$ cat src/rtl/sb_pkg.sv
`timescale 1ns/1ps
package sb_pkg;
   localparam int unsigned SMP_W = 2;
   localparam int unsigned SUM_W = SMP_W + 1;

   // integrator encodings: equal flops carry a sign, unequal flops mean zero
   localparam logic [1:0] ST_NEG = 2'b00;
   localparam logic [1:0] ST_Z0  = 2'b01;
   localparam logic [1:0] ST_Z1  = 2'b10;
   localparam logic [1:0] ST_POS = 2'b11;

   function automatic logic is_zero_state(input logic [1:0] st);
      return st[1] ^ st[0];
   endfunction
endpackage

$ cat src/rtl/sb_lfsr.sv
`timescale 1ns/1ps
module sb_lfsr #(
   parameter int unsigned       W    = 16,
   parameter logic [W-1:0]      MASK = 16'hB400,
   parameter logic [W-1:0]      SEED = 16'hACE1
) (
   input  logic         clk,
   input  logic         rst_n,
   output logic [W-1:0] state_o,
   output logic         rnd_o
);
   if (W < 3) begin : g_bad_w
      $error("sb_lfsr: width must be at least 3");
   end
   if (SEED == '0) begin : g_bad_seed
      $error("sb_lfsr: seed must be nonzero");
   end
   if (MASK[W-1] == 1'b0) begin : g_bad_mask
      $error("sb_lfsr: mask must feed the top bit");
   end

   logic [W-1:0] reg_q;
   logic [W-1:0] reg_d;

   always_comb begin
      reg_d = reg_q >> 1;
      if (reg_q[0]) reg_d = reg_d ^ MASK;
   end

   always_ff @(posedge clk or negedge rst_n) begin
      if (!rst_n) reg_q <= SEED;
      else        reg_q <= reg_d;
   end

   assign state_o = reg_q;
   assign rnd_o   = reg_q[0];
endmodule

$ cat src/rtl/sb_steer.sv
`timescale 1ns/1ps
module sb_steer #(
   parameter bit DITHER_IMPL = 1'b1
) (
   input  logic [1:0] st,
   input  logic       dith_en,
   input  logic       rnd,
   output logic       pos,
   output logic [1:0] st_nxt
);
   import sb_pkg::*;

   logic zero_st;
   logic zero_pick;

   assign zero_st = is_zero_state(st);

   if (DITHER_IMPL) begin : g_dither
      // random bit low inverts the default +1 choice
      assign zero_pick = ~(dith_en & ~rnd);
   end else begin : g_plain
      logic unused_in;
      assign unused_in = dith_en ^ rnd;
      assign zero_pick = 1'b1;
   end

   always_comb begin
      if (zero_st) begin
         pos    = zero_pick;
         st_nxt = zero_pick ? ST_NEG : ST_POS;
      end else begin
         pos    = st[0];
         st_nxt = st[0] ? ST_Z0 : ST_Z1;
      end
   end
endmodule

$ cat src/rtl/sb_split.sv
`timescale 1ns/1ps
module sb_split (
   input  logic [sb_pkg::SMP_W-1:0] smp,
   input  logic                     pos,
   output logic                     half_a,
   output logic                     half_b
);
   import sb_pkg::*;

   logic [SUM_W-1:0] sum_a;
   logic [SUM_W-1:0] sum_b;

   assign sum_a = {1'b0, smp} + {{(SUM_W-1){1'b0}}, pos};
   assign sum_b = {1'b0, smp} + {{(SUM_W-1){1'b0}}, ~pos};

   // drop the LSB: (smp + bit) / 2, at most 1 for legal samples
   assign half_a = sum_a[1];
   assign half_b = sum_b[1];

   logic unused_bits;
   assign unused_bits = sum_a[0] ^ sum_a[2] ^ sum_b[0] ^ sum_b[2];
endmodule

$ cat src/rtl/sb1_dither_switch.sv
`timescale 1ns/1ps
module sb1_dither_switch #(
   parameter int unsigned            LFSR_W      = 16,
   parameter logic [LFSR_W-1:0]      LFSR_MASK   = 16'hB400,
   parameter logic [LFSR_W-1:0]      LFSR_SEED   = 16'hACE1,
   parameter bit                     DITHER_IMPL = 1'b1
) (
   input  logic       clk,
   input  logic       rst_n,
   input  logic [1:0] din,
   input  logic       dith_en,
   output logic       out_a,
   output logic       out_b
);
   import sb_pkg::*;

   logic [LFSR_W-1:0] lfsr_state;
   logic              rnd_bit;
   logic [1:0]        integ_q;
   logic [1:0]        integ_nxt;
   logic              steer_pos;

   sb_lfsr #(.W(LFSR_W), .MASK(LFSR_MASK), .SEED(LFSR_SEED)) u_lfsr (
      .clk     (clk),
      .rst_n   (rst_n),
      .state_o (lfsr_state),
      .rnd_o   (rnd_bit)
   );

   sb_steer #(.DITHER_IMPL(DITHER_IMPL)) u_steer (
      .st      (integ_q),
      .dith_en (dith_en),
      .rnd     (rnd_bit),
      .pos     (steer_pos),
      .st_nxt  (integ_nxt)
   );

   // input LSB acts as the clock enable of the integrator pair
   always_ff @(posedge clk or negedge rst_n) begin
      if (!rst_n)      integ_q <= ST_Z0;
      else if (din[0]) integ_q <= integ_nxt;
   end

   sb_split u_split (
      .smp    (din),
      .pos    (steer_pos),
      .half_a (out_a),
      .half_b (out_b)
   );
endmodule

$ cat config.mk
export PLATFORM = sky130hd
export DESIGN_NAME = sb1_dither_switch
export DESIGN_NICKNAME = d
export VERILOG_FILES = /design/src/rtl/sb_pkg.sv /design/src/rtl/sb_lfsr.sv /design/src/rtl/sb_steer.sv /design/src/rtl/sb_split.sv /design/src/rtl/sb1_dither_switch.sv
export SDC_FILE = /design/constraint.sdc
export NUM_CORES = 1
export LEC_CHECK = 0
export BUFFER_PORTS_ARGS = -buffer_cell sky130_fd_sc_hd__buf_2
export CORE_MARGIN = 2
export CORE_UTILIZATION = 40
export DETAILED_ROUTE_END_ITERATION = 8
export PLACE_DENSITY = 0.67
export SLEW_MARGIN = 40
export SYNTH_ARGS = -nofsm -noshare
export SYNTH_HDL_FRONTEND = slang
export SYNTH_SLANG_ARGS = --single-unit
$ cat constraint.sdc
create_clock -name clk -period 2.4 [get_ports clk]
set_input_delay 0.48 -clock clk [delete_from_list [all_inputs] [get_ports clk]]
set_output_delay 0.48 -clock clk [all_outputs]
set_load 0.01 [all_outputs]
==> impl_metrics.toml <==
[outcome]
outcome = "finished, final reports clean"

[sta]
rsz0062_at_grt = "false"
fin_crit_sh = 0.9560
finalCriticalPeriod_ns = 2.294
hold_violations = 0
fmax_ghz = 0.4358
finalSetupViolations = 0
slew_violations = 0
clock_skew_ns = 0.002873
maxSlewHeadroom = 0.7612
tightest_slew_ns = 0.3582

[floorplan]
core-area_sq_um = 1334
start_util = 0.4390
core.rowCount = 13
io_pins = 7
die_area_sq_um = 1786
die_w_um = 42.26
die_y_um = 42.26

[global_routing]
grt_pass1_vias = 318
grt_overflow = 0
antenna_found_initial = 0
grt_first_pass_wirelength_um = 1380
grt_use_total = 0.1136
grt_max_degree = 19

[final_layout]
syn_to_final_growth_pct = 19.44
drive_above_1_share = 0.5319
post-route-util = 0.5244
antennaDiodeCount = 0
final_cell_mix = "dfstp_2, dfrtp_1, buf_2"
nets = 54

[detailed_routing]
drt_iter0_drc = 2
antenna_left = 0
drc = 0
wl_per_cell_um = 13.66
vias = 292
vias_per_cell = 4.710
dr.pass1.iters = 2
wirelength_um = 847

[power]
netSwitchingPower_mw = 0.1925
pwr-share-seq = 0.468
leakagePower_nw = 0.3520
swShare = 0.2694
vdd_drop_max_v = 0.0003567
finalPower_mw = 0.7147
p_int_mw = 0.5222
power.density_nw_per_um2 = 1022
p_comb_frac = 0.291
clkPwrFrac = 0.241

[setup_path]
crit_arrival_ns = 1.81
r2r_slack_ns = 1.01
slowest_delay_ns = 0.54
cp_data_required_time_ns = 1.92
crit_chain = "inv_2 -> ha_4 -> and3b_2 -> nor3b_2 -> xor2_1 -> buf_2"
crit_path_end_kind = "output pin"
r2r.worst_path.cells = 5
critPathLaunchType = "flop"
slowest_stage = "dfstp_2"
path_max_fanout = 3
crit_end = "out_a"
crit_start = "integ_q[0]"
r2r-end = "integ_q[1]"
r2r-start = "integ_q[0]"
critPathKind = "flop to output pin"

[yosys]
synth_nets = 41
synth-seq-cells = 18
yosysSeqAreaShare = 0.7885
synth_cell_types = 13
synthCells = 35
synth.cell_area_sq_um = 585.6
syn-mean-instance-area_sq_um = 16.73
yosysWarningCount = 0

[cts]
clock_insertion_delay_worst_skew_ns = 0.28
cts_buffers = 3
cts-root-buf = "clkbuf_4"
cts_tree = "done"
clkTransAtPathRegs_ns = 0.09
h-tree-depth = 1
cts_num_sinks = 18
cts_buffer_depth = 2

[min_path]
hp-class = "input port to async pin"

[place]
dp_hpwl_um = 614.1
gp_congestion = 0.7659
portBuffers = 6

[flow_run]
maxCapViolations = 0
worst min path at each step:
stage / from / endpoint / slack [ns] / cells past startpoint
3_5_place_dp: u_lfsr.state_o[3] / u_lfsr.state_o[2] / 0.34 / 0
2_1_floorplan: rst_n / integ_q[1] / 0.18 / 0
4_1_cts: rst_n / integ_q[1] / 0.09 / 1
3_3_place_gp: u_lfsr.state_o[4] / u_lfsr.state_o[3] / 0.34 / 0
6_report: rst_n / integ_q[1] / 0.1 / 1
5_1_grt: rst_n / u_lfsr.state_o[1] / 0.10 / 1
sequential cells by signal (all words and copies together) (netlist names):
name and count:
u_lfsr.state_o 16, integ_q 2
cells by family after synthesis:
logic type / share of synthesized area
AO/OA/AOI/OAI: 0.02563
XOR/XNOR: 0.07478
adder cells (fa/ha/maj): 0.02136
buffers and inverters: 0.01283
flip-flops: 0.7885
multiplexers: 0.01709
AND/OR/NAND/NOR: 0.05982
critical path, delay by kind of cell, from the launching register on:
kind	cells	cell delay [ns]
DFF	1	0.54
and+or+nand+nor	2	0.44
adders and majority gates	1	0.21
buffers and inverters	2	0.20
xor gates and xnor gates	1	0.16
timing repair:
action | CTS | global route
pin swaps | 1 | 4
endpoints found under the hold margin | 0 | 0
endpoints found under the setup margin | 2 | 2
buffers inserted | 0 | 2
gates resized for setup | 1 | 3
hold buffers | 0 | 0
Yosys cell counts, drive strengths merged:
master	count	area share
o21ai	3	0.026
nor2	1	0.0064
and3b	1	0.015
dfrtp	9	0.38
xnor2	1	0.015
xor2	4	0.060
ha	1	0.021
dfstp	9	0.40
inv	2	0.013
nor3b	1	0.021
nand2	1	0.0064
nand2b	1	0.011
mux2i	1	0.017
power groups by stage:
stage / logic, mW / registers (mW) / clock network [mW]
floorplan: 0.104 / 0.337 / 0
global placement: 0.134 / 0.338 / 0
detailed placement: 0.160 / 0.340 / 0
CTS: 0.162 / 0.334 / 0.180
global route: 0.236 / 0.336 / 0.193
finish: 0.208 / 0.334 / 0.172
routing by layer:
metal	up-vias	global-route usage	wire [um]
met5	-	0	0
met4	0	0.07500	24
met3	4	0.02586	31
met2	7	0.2062	449
met1	148	0.1133	341
li1	133	-	-
stage by stage:
stage               cell area, sq um  TNS [ns]  setup WS [ns]  cells  hold slack [ns]
finish                         699.4         0         0.1055     62          0.09537
global route                   699.4         0        0.02035     62           0.1011
global placement               634.4         0         0.4059     56           0.3373
floorplan                      585.6         0         0.4497     35           0.1844
CTS                            670.6  -0.02272       -0.02272     60          0.09321
detailed placement             634.4         0         0.2778     56           0.3372
final cells by class:
cell class                 instances  area (sq um)
fill                             120         634.4
sequential                        18         461.7
multi-input combinational         15         130.1
timing repair buffer               8         45.04
clock buffer                       4         36.28
tap                               15         18.77
inverter                           2         7.507
Note: power is estimated with default switching activity, not from simulation.
